--- config.mk ---
export PLATFORM = sky130hd
export DESIGN_NAME = pwm_phase_gen
export DESIGN_NICKNAME = d
export VERILOG_FILES = /design/src/rtl/pwm_phase_pkg.sv /design/src/rtl/pwm_match_bank.sv /design/src/rtl/pwm_counter.sv /design/src/rtl/pwm_out_cell.sv /design/src/rtl/pwm_phase_gen.sv
export SDC_FILE = /design/constraint.sdc
export NUM_CORES = 1
export LEC_CHECK = 0
export BUFFER_PORTS_ARGS = -buffer_cell sky130_fd_sc_hd__buf_2
export CORE_ASPECT_RATIO = 1.5
export CORE_MARGIN = 3
export CORE_UTILIZATION = 60
export DETAILED_ROUTE_END_ITERATION = 16
export PLACE_DENSITY = 0.86
export SYNTH_ARGS = -nofsm -noshare
export SYNTH_HDL_FRONTEND = slang
export SYNTH_SLANG_ARGS = --single-unit
export TNS_END_PERCENT = 100
--- constraint.sdc ---
create_clock -name clk -period 2.62 [get_ports clk]
set_clock_uncertainty 0.1 [all_clocks]
set_input_delay 0.262 -clock clk [delete_from_list [all_inputs] [get_ports clk]]
set_output_delay 0.262 -clock clk [all_outputs]
set_load 0.005 [all_outputs]
--- src/rtl/pwm_phase_pkg.sv ---
// Shared definitions for the phase-shifted PWM generator.
package pwm_phase_pkg;
    // Policy applied when set and clear events coincide on one output.
    typedef enum logic [1:0] {
        CF_HOLD   = 2'd0,
        CF_SET    = 2'd1,
        CF_CLEAR  = 2'd2,
        CF_TOGGLE = 2'd3
    } conflict_e;
endpackage

--- src/rtl/pwm_match_bank.sv ---
// Compare bank: shadow and active values per slot, and event detection.
// Assumes the counter value comes from pwm_counter in the same cycle.
// The active slots reload from the shadows at the period end (event 0) or while halted.
module pwm_match_bank #(
    parameter int CNT_W = 32,
    parameter int N_EV  = 5,
    localparam int IDX_W = (N_EV > 1) ? $clog2(N_EV) : 1
) (
    input  logic             clk,
    input  logic             rst_n,
    input  logic             halt_i,
    input  logic             wr_en_i,
    input  logic [IDX_W-1:0] wr_idx_i,
    input  logic [CNT_W-1:0] wr_data_i,
    input  logic [CNT_W-1:0] cnt_i,
    output logic [N_EV-1:0]  ev_o
);
    logic [N_EV-1:0][CNT_W-1:0] shadow_q;
    logic [N_EV-1:0][CNT_W-1:0] active_q;
    logic                       reload;

    assign reload = halt_i || ev_o[0];

    // Compare every active slot against the counter while running.
    always_comb begin
        for (int n = 0; n < N_EV; n++) begin
            ev_o[n] = !halt_i && (cnt_i == active_q[n]);
        end
    end

    generate
        for (genvar g = 0; g < N_EV; g++) begin : g_slot
            // Capture software writes into the shadow copy of slot g.
            always_ff @(posedge clk) begin
                if (!rst_n) begin
                    shadow_q[g] <= '0;
                end else if (wr_en_i && (wr_idx_i == IDX_W'(g))) begin
                    shadow_q[g] <= wr_data_i;
                end
            end

            // Move the shadow into the active slot at a safe point only.
            always_ff @(posedge clk) begin
                if (!rst_n) begin
                    active_q[g] <= '0;
                end else if (reload) begin
                    active_q[g] <= shadow_q[g];
                end
            end
        end
    endgenerate


    active_stable_chk: assert property (@(posedge clk) disable iff (!rst_n)
        (!halt_i && !ev_o[0]) |=> $stable(active_q));


    halt_no_event_chk: assert property (@(posedge clk) disable iff (!rst_n)
        halt_i |-> (ev_o == '0));
endmodule

--- src/rtl/pwm_counter.sv ---
// Shared period counter. It counts up while running, returns to zero after the
// cycle flagged by wrap_i and holds while halted.
module pwm_counter #(
    parameter int CNT_W = 32
) (
    input  logic             clk,
    input  logic             rst_n,
    input  logic             halt_i,
    input  logic             wrap_i,
    output logic [CNT_W-1:0] cnt_o
);
    // Advance, wrap or hold the counter.
    always_ff @(posedge clk) begin
        if (!rst_n) begin
            cnt_o <= '0;
        end else if (!halt_i) begin
            cnt_o <= wrap_i ? '0 : cnt_o + 1'b1;
        end
    end


    count_step_chk: assert property (@(posedge clk) disable iff (!rst_n)
        (!halt_i && !wrap_i) |=> (cnt_o == $past(cnt_o) + 1'b1));


    count_wrap_chk: assert property (@(posedge clk) disable iff (!rst_n)
        (!halt_i && wrap_i) |=> (cnt_o == '0));


    count_hold_chk: assert property (@(posedge clk) disable iff (!rst_n)
        halt_i |=> $stable(cnt_o));
endmodule

--- src/rtl/pwm_out_cell.sv ---
// One PWM output. It reduces the event vector through its set and clear masks
// and applies the conflict policy when both hit. Events come in already gated by halt.
module pwm_out_cell
    import pwm_phase_pkg::*;
#(
    parameter int N_EV = 5
) (
    input  logic            clk,
    input  logic            rst_n,
    input  logic [N_EV-1:0] ev_i,
    input  logic [N_EV-1:0] set_mask_i,
    input  logic [N_EV-1:0] clr_mask_i,
    input  logic [1:0]      conflict_i,
    output logic            pwm_o
);
    logic      hit_set;
    logic      hit_clr;
    logic      nxt;
    conflict_e mode;

    assign hit_set = |(ev_i & set_mask_i);
    assign hit_clr = |(ev_i & clr_mask_i);
    assign mode    = conflict_e'(conflict_i);

    // Choose the next output level from the events and the policy.
    always_comb begin
        nxt = pwm_o;
        if (hit_set && !hit_clr) begin
            nxt = 1'b1;
        end else if (hit_clr && !hit_set) begin
            nxt = 1'b0;
        end else if (hit_set && hit_clr) begin
            case (mode)
                CF_SET:    nxt = 1'b1;
                CF_CLEAR:  nxt = 1'b0;
                CF_TOGGLE: nxt = !pwm_o;
                default:   nxt = pwm_o;
            endcase
        end
    end

    // Register the output line.
    always_ff @(posedge clk) begin
        if (!rst_n) begin
            pwm_o <= 1'b0;
        end else begin
            pwm_o <= nxt;
        end
    end


    set_rise_chk: assert property (@(posedge clk) disable iff (!rst_n)
        (hit_set && !hit_clr) |=> pwm_o);


    clr_fall_chk: assert property (@(posedge clk) disable iff (!rst_n)
        (hit_clr && !hit_set) |=> !pwm_o);


    toggle_chk: assert property (@(posedge clk) disable iff (!rst_n)
        (hit_set && hit_clr && conflict_i == 2'd3) |=> (pwm_o != $past(pwm_o)));
endmodule

--- src/rtl/pwm_phase_gen.sv ---
// Top of the phase-shifted PWM generator: one shared counter, a compare bank
// and N_OUT output cells driven by per-output event masks.
// Assumes the configuration inputs are synchronous to clk.
module pwm_phase_gen #(
    parameter int CNT_W = 32,
    parameter int N_EV  = 5,
    parameter int N_OUT = 3,
    localparam int IDX_W = (N_EV > 1) ? $clog2(N_EV) : 1
) (
    input  logic                  clk,
    input  logic                  rst_n,
    input  logic                  halt_i,
    input  logic                  mwr_en_i,
    input  logic [IDX_W-1:0]      mwr_idx_i,
    input  logic [CNT_W-1:0]      mwr_data_i,
    input  logic [N_OUT*N_EV-1:0] set_mask_i,
    input  logic [N_OUT*N_EV-1:0] clr_mask_i,
    input  logic [2*N_OUT-1:0]    conflict_i,
    output logic [N_OUT-1:0]      pwm_o,
    output logic [CNT_W-1:0]      count_o
);
    logic [N_EV-1:0] ev;

    pwm_match_bank #(.CNT_W(CNT_W), .N_EV(N_EV)) bank_i (
        .clk(clk), .rst_n(rst_n), .halt_i(halt_i),
        .wr_en_i(mwr_en_i), .wr_idx_i(mwr_idx_i), .wr_data_i(mwr_data_i),
        .cnt_i(count_o), .ev_o(ev)
    );

    pwm_counter #(.CNT_W(CNT_W)) cnt_i (
        .clk(clk), .rst_n(rst_n), .halt_i(halt_i),
        .wrap_i(ev[0]), .cnt_o(count_o)
    );

    generate
        for (genvar k = 0; k < N_OUT; k++) begin : g_out
            pwm_out_cell #(.N_EV(N_EV)) cell_i (
                .clk(clk), .rst_n(rst_n), .ev_i(ev),
                .set_mask_i(set_mask_i[k*N_EV +: N_EV]),
                .clr_mask_i(clr_mask_i[k*N_EV +: N_EV]),
                .conflict_i(conflict_i[2*k +: 2]),
                .pwm_o(pwm_o[k])
            );
        end
    endgenerate


    halt_out_chk: assert property (@(posedge clk) disable iff (!rst_n)
        halt_i |=> $stable(pwm_o));
endmodule

==> results.yml, run 1 <==
setup_path:
  end_kind: "flop"
  setup.worst_path.start_class: "flop"
  arrival_ps: 2970
  cp_max_fo: 6
  crit_required_ps: 2970
  critPathKind: "reg -> reg"
routing:
  routedWlPerCell_um: 21.34
  drt_first_pass_iters: 5
  ant_nets: 0
  vias: 12524
  wirelength_mm: 46.28
  drtIter0Drc: 1011
  post-route-drc-count: 0
  viasPerCell: 5.774
yosys:
  synthMuxAreaShare: 0.1027
  synthSimpleGateAreaFrac: 0.2021
  yosysWarnings: 0
  syn_inst: 1672
  synthAdderAreaFrac: 0.0008024
  synth.yosys.seq_area_share: 0.4558
  syn_nets: 1748
  avgSynthCellArea_sq_um: 9.326
  synthXorXnorAreaFrac: 0.1062
  yosys_register_bits: 355
  syn_area_sq_um: 15590
  synth_cell_types: 39
  synth_top_family_by_area: "simple AND/OR/NAND/NOR gates"
  synth_compound_area_frac: 0.08827
layout:
  drive_gt1_frac: 0.1537
  syn2layout_area_growth_pct: 17.11
  n_antenna_cell: 0
  final_net_count: 1894
  final_util: 0.7212
clocking:
  clock_sinks: 355
  cts_setup_buffers: 0
  clock_latency_ps: 570
  cts_max_level: 1
  cts_max_path_buffers: 3
  cts_buffers: 31
  tritoncts: "done"
  clk_pin_slew_worst_paths_ps: 60
  root_buffer: "clkbuf_16"
sta:
  hold_viol: 0
  layout_worst_path_cycle_share: 1.002
  max_freq_ghz: 0.3811
  worst_slew_pin_slew_ps: 991.7
  slew_violations: 0
  rsz0062_at_grt: "false"
  layout_setup_ws_ps: -4.043
  timing.hold.ws_ps: 8.878
  setup_viol: 1
  period_needed_ps: 2624
  relSlewSlack: 0.3389
outcome:
  violations: "setup timing"
  status: "finished with violations"
global_routing:
  gr-total-overflow: 0
  first_global_vias: 12572
  grt_max_degree: 120
  track_usage: 0.3234
  grt_first_pass_wirelength_mm: 69.44
  antenna_found_initial: 0
die:
  die_area_sq_um: 28000
  core_sq_um: 25320
  die_height_um: 203.4
  ios: 110
  start_util: 0.6159
  core.rowCount: 71
  die_x_um: 137.6
power_and_ir_drop:
  finalPower_uw: 11960
  ir_drop_mv: 0.5670
  power.leakage_uw: 0.007623
  power.density_nw_per_um2: 655.0
placed_design:
  port_buffers: 109
  gp_congestion: 1.015
  dp_hpwl_mm: 31.33
run:
  max_cap_viol_count: 0
worst_hold_path:
  hold_class: "in -> reg"
[where the power goes]
group	internal (uW)	switching, uW	leakage (uW)
sequential	5500	79.7	0.00287
clock	2800	2020	0.000527
combinational	721	838	0.00422
[cell usage in the layout, fill, tap and decap left out, types with 3 or more instances in the layout]
master           n
a222oi_1         6
a21boi_0       160
o21ai_1          6
buf_4           82
clkbuf_16       31
dfxtp_1        346
clkbuf_8         5
nor2_1          36
dfxtp_2          9
mux2i_1        160
nand4b_1         3
clkinv_2         8
xor2_1         166
buf_2          108
a21boi_1         3
nor3_1           5
nor4_2           6
xnor2_1         22
nand4_1         15
and3_1          11
nor4_1          27
a21oi_1          6
clkbuf_1         6
dlygate4sd3_1   35
or3_1            6
bufinv_16        5
nand3_1         16
a22oi_1          3
nor2b_1        165
buf_12          14
nand2_1        342
nor3_2           5
[sequential cells by signal, summed over array words and instances (netlist names)]
| name | flops |
|---|---|
| g_out.cell_i.pwm_o | 3 |
| cnt_i.cnt_o | 32 |
| bank_i.active_q | 160 |
| bank_i.shadow_q | 160 |
[layer usage]
| metal | vias up | global-route usage | share of wire |
|---|---|---|---|
| met5 | - | 0 | 0 |
| met4 | 0 | 0.2172 | 0.078 |
| met3 | 206 | 0.04788 | 0.077 |
| met2 | 604 | 0.5403 | 0.48 |
| met1 | 5943 | 0.3783 | 0.37 |
| li1 | 5771 | - | - |
[per-stage QoR]
| step | setup WS, ps | setup TNS [ps] | cell area (sq um) | std cells |
|---|---|---|---|---|
| after floorplan | 523.5 | 0 | 15590 | 1672 |
| after global placement | 61.96 | 0 | 16780 | 2078 |
| final | -4.043 | -4.043 | 18260 | 2169 |
| after CTS | 12.72 | 0 | 18210 | 2169 |
| after global routing | 7.767 | 0 | 18260 | 2169 |
| after detailed placement | -25.50 | -63.43 | 16780 | 2078 |
[cell type report]
class / count / area, sq um
Clock inverter: 14 / 197.7
Sequential cell: 355 / 7118
Multi-Input combinational cell: 1188 / 7861
Clock buffer: 42 / 867.1
Tap cell: 328 / 410.4
Fill cell: 1774 / 7058
Inverter: 2 / 7.507
Timing Repair Buffer: 240 / 1798
[worst paths after layout]
kind / cells past startpoint / start / to / slack (ps)
setup / recovery: 9 / cnt_i.cnt_o[27] / g_out[0].cell_i.pwm_o / -4
hold / removal: 4 / conflict_i[2] / g_out[1].cell_i.pwm_o / 9
setup reg to reg: 9 / cnt_i.cnt_o[27] / g_out[0].cell_i.pwm_o / -4
hold reg to reg: 2 / bank_i.shadow_q[151] / bank_i.shadow_q[151] / 360
[cells by family (layout without fill, tap and decap cells)]
group                      Yosys count  count (layout)
xor gates and xnor gates           189             189
buffers and inverters              129             298
muxes                              160             160
DFF                                355             355
and+or+nand+nor                    652             652
adders and majority gates            1               1
AOI/OAI and AO/OA                  186             186
[cell usage after synthesis, drive strengths merged]
| cell | instances | area [sq um] |
|---|---|---|
| and3b | 1 | 8.760 |
| a21boi | 163 | 1224 |
| nor2 | 39 | 148.9 |
| and2b | 2 | 15.01 |
| nand3 | 16 | 80.08 |
| mux2i | 160 | 1602 |
| ha | 1 | 12.51 |
| and3 | 11 | 68.82 |
| or2 | 2 | 12.51 |
| buf | 56 | 414.1 |
| nor3b | 1 | 7.510 |
| nand2 | 342 | 1284 |
| clkbuf | 71 | 266.5 |
| inv | 2 | 7.510 |
| a222oi | 6 | 60.06 |
| nand2b | 1 | 6.260 |
| a21oi | 6 | 30.03 |
| nor4 | 34 | 219.0 |
| and2 | 2 | 12.51 |
| o21ai | 8 | 40.04 |
| xor2 | 166 | 1454 |
| dfxtp | 355 | 7107 |
| nand4b | 3 | 26.28 |
| nor3 | 11 | 91.34 |
| a22oi | 3 | 22.52 |
| nand4 | 15 | 93.84 |
| xnor2 | 23 | 201.4 |
| or3 | 6 | 37.54 |
| nand3b | 1 | 7.510 |
| nor2b | 165 | 1032 |
[worst max-delay path, stage by stage, from the launching register on]
cell and delay, ps:
dfxtp_1 550, xnor2_1 230, nand4_1 250, or3_1 420
nor3_2 240, buf_4 190, a222oi_1 80, and3_1 210
o21ai_1 140, a21boi_1 80
[what timing repair did]
| action | CTS | global route |
|---|---|---|
| gates resized for setup | 3 | 15 |
| setup endpoints to repair | 47 | 143 |
| hold buffers | 35 | 0 |
| hold endpoints to repair | 163 | 0 |
| gates cloned | 0 | 0 |
No activity file was read; power rests on OpenSTA's default activity.
==> inputs of run 2 (changes only) <==
--- a/config.mk
+++ b/config.mk
@@ -5,11 +5,13 @@
 export SDC_FILE = /design/constraint.sdc
 export NUM_CORES = 1
 export LEC_CHECK = 0
-export BUFFER_PORTS_ARGS = -buffer_cell sky130_fd_sc_hd__buf_2
+export ABC_AREA = 1
+export BUFFER_PORTS_ARGS = -buffer_cell sky130_fd_sc_hd__buf_4
 export CORE_ASPECT_RATIO = 1.5
 export CORE_MARGIN = 3
 export CORE_UTILIZATION = 60
 export DETAILED_ROUTE_END_ITERATION = 16
+export HOLD_SLACK_MARGIN = 0.08
 export PLACE_DENSITY = 0.86
 export SYNTH_ARGS = -nofsm -noshare
 export SYNTH_HDL_FRONTEND = slang
==> results.yml, run 2 <==
outcome:
  status: "finished, final reports clean"
routing:
  viasPerCell: 5.693
  vias: 14870
  drt_first_pass_iters: 5
  routedWlPerCell_um: 17.52
  post-route-drc-count: 0
  wirelength_mm: 45.75
  drtIter0Drc: 1627
  ant_nets: 0
die:
  start_util: 0.6118
  ios: 110
  die_area_sq_um: 27630
  core.rowCount: 71
  die_x_um: 136.7
  core_sq_um: 25140
  die_height_um: 202.1
global_routing:
  track_usage: 0.3260
  first_global_vias: 14376
  grt_max_degree: 112
  antenna_found_initial: 0
  gr-total-overflow: 0
  grt_first_pass_wirelength_mm: 72.28
layout:
  drive_gt1_frac: 0.1086
  syn2layout_area_growth_pct: 17.22
  reg_top3: "bank_i.active_q (160), bank_i.shadow_q (160), cnt_i.cnt_o (32)"
  final_net_count: 2334
  n_antenna_cell: 0
  final_cell_mix: "nor2_1, dfxtp_1, o21ai_0"
  final_common_cell: "nor2_1"
  finalNonFillerCells: 2612
yosys:
  synth_common_cells: "nor2_1, dfxtp_1, o21ai_0, nand2_1, inv_1"
  yosysWarnings: 0
  synth_area_leader_cell: "dfxtp_1"
  synth_top_area_share: 0.4621
  syn_area_sq_um: 15380
  syn_nets: 2238
  synth.yosys.seq_area_share: 0.4621
  synth_cell_types: 44
  yosys_register_bits: 355
  synthArstFlopShare: 0
  syn_inst: 2162
  synth_edf_count: 0
  synth_flop_cell: "dfxtp_1"
  avgSynthCellArea_sq_um: 7.114
  post-synth-top-count-cell: "nor2_1"
  synth.area.top_cells: "dfxtp_1, nor2_1, o21ai_0"
setup_path:
  critPathKind: "reg -> reg"
  end_kind: "flop"
  cp_cell_sequence: "inv_2, nand2_1, o21ai_1, inv_1, nand2_1, nor2_2, nand2_2, nor2_4, nand2_2, nand2_4, buf_4, o21ai_0, a21oi_1"
  slowest_delay_ps: 460
  r2r_start: "cnt_i.cnt_o[29]"
  critPathLaunch: "cnt_i.cnt_o[29]"
  cp_max_fo: 40
  setup.worst_path.start_class: "flop"
  arrival_ps: 2790
  cp_slowest_cell: "dfxtp_1"
  crit_required_ps: 2950
clocking:
  clk_pin_slew_worst_paths_ps: 70
  clock_sinks: 355
  cts_max_level: 2
  cts_buffers: 35
  cts_max_path_buffers: 3
  root_buffer: "clkbuf_16"
  tritoncts: "done"
  clock_latency_ps: 530
  cts_setup_buffers: 0
sta:
  setup_viol: 0
  rsz0062_at_grt: "false"
  max_freq_ghz: 0.4075
  setup_tns_ps: 0
  hold_viol: 0
  worst_slew_pin_slew_ps: 648.9
  relSlewSlack: 0.5670
  slew_violations: 0
  layout_worst_path_cycle_share: 0.9367
  period_needed_ps: 2454
placed_design:
  placed_cells: 2510
  port_buffers: 109
  gp_congestion: 0.9795
  dp_hpwl_mm: 30.48
power_and_ir_drop:
  power.density_nw_per_um2: 683.9
  power.leakage_uw: 0.007687
  ir_drop_mv: 0.5900
  finalPower_uw: 12330
worst_hold_path:
  hold_class: "in -> reg"
  hp-start: "conflict_i[5]"
run:
  max_cap_viol_count: 0
[run 2: changes by cell type after synthesis, moves of 22 or more]
cell	delta
xnor2_1	+22
nand3_1	+40
nor2b_1	-165
nand2_1	-33
xor2_1	-149
mux2i_1	-160
inv_1	+174
nor4_1	-30
a21boi_0	-160
a21oi_1	+153
o21ai_0	+343
nor2_1	+428
[run 2: what timing repair did]
item                                    4_1_cts  5_1_grt
endpoints found under the setup margin        0       12
hold buffers                                 39        0
resized for setup                             0        5
endpoints found under the hold margin       185        0
[run 2: worst paths after layout]
check / cells after the start / slack [ps] / endpoint
setup / recovery: 13 / 170 / bank_i.active_q[111]
hold reg to reg: 2 / 350 / bank_i.active_q[101]
hold / removal: 6 / 80 / g_out[2].cell_i.pwm_o
setup reg to reg: 13 / 170 / bank_i.active_q[111]
[run 2: critical path, delay by kind of cell, from the launching register on]
kind                   cells  cell delay [ps]
DFF                        1              460
AOI/OAI and AO/OA          3              430
buffers and inverters      3              610
and+or+nand+nor            7              740
[run 2: cell type report]
| type | instances | area [sq um] |
|---|---|---|
| Fill cell | 1934 | 7112 |
| Timing Repair Buffer | 192 | 1643 |
| Clock buffer | 51 | 1079 |
| Sequential cell | 355 | 7111 |
| Multi-Input combinational cell | 1485 | 6887 |
| Clock inverter | 12 | 180.2 |
| Tap cell | 328 | 410.4 |
| Inverter | 189 | 719.4 |
[run 2: report_power, final]
part | switching (uW) | total [uW] | leakage (uW) | internal [uW]
clock | 2160 | 5430 | 0.000616 | 3270
combinational | 711 | 1130 | 0.00417 | 420
sequential | 138 | 5770 | 0.00290 | 5630
[run 2: stage by stage]
stage | utilization | hold WS (ps) | area, sq um | worst slack (ps)
floorplan | - | 296.9 | 15380 | 747.3
global placement | 0.6509 | 336.5 | 16360 | 114.0
detailed placement | 0.6509 | 343.7 | 16360 | 65.04
CTS | 0.7165 | 82.94 | 18010 | 25.99
global route | 0.7171 | 123.4 | 18030 | 0.7763
finish | 0.7171 | 81.85 | 18030 | 165.9
[run 2: cell families after synthesis]
kind of cell,after synthesis,synth area share
simple gates,892,0.2345
compound gates,530,0.1753
flops,355,0.4621
buf+inv,322,0.09201
xor+xnor,62,0.03531
fa+ha+maj,1,0.0008134
[run 2: routing by layer]
| layer | up-vias | wire length, um | track usage |
|---|---|---|---|
| li1 | 7104 | - | - |
| met1 | 6881 | 17160 | 0.3830 |
| met2 | 693 | 22530 | 0.5585 |
| met3 | 192 | 3253 | 0.04706 |
| met4 | 0 | 2811 | 0.1898 |
| met5 | - | 0 | 0 |
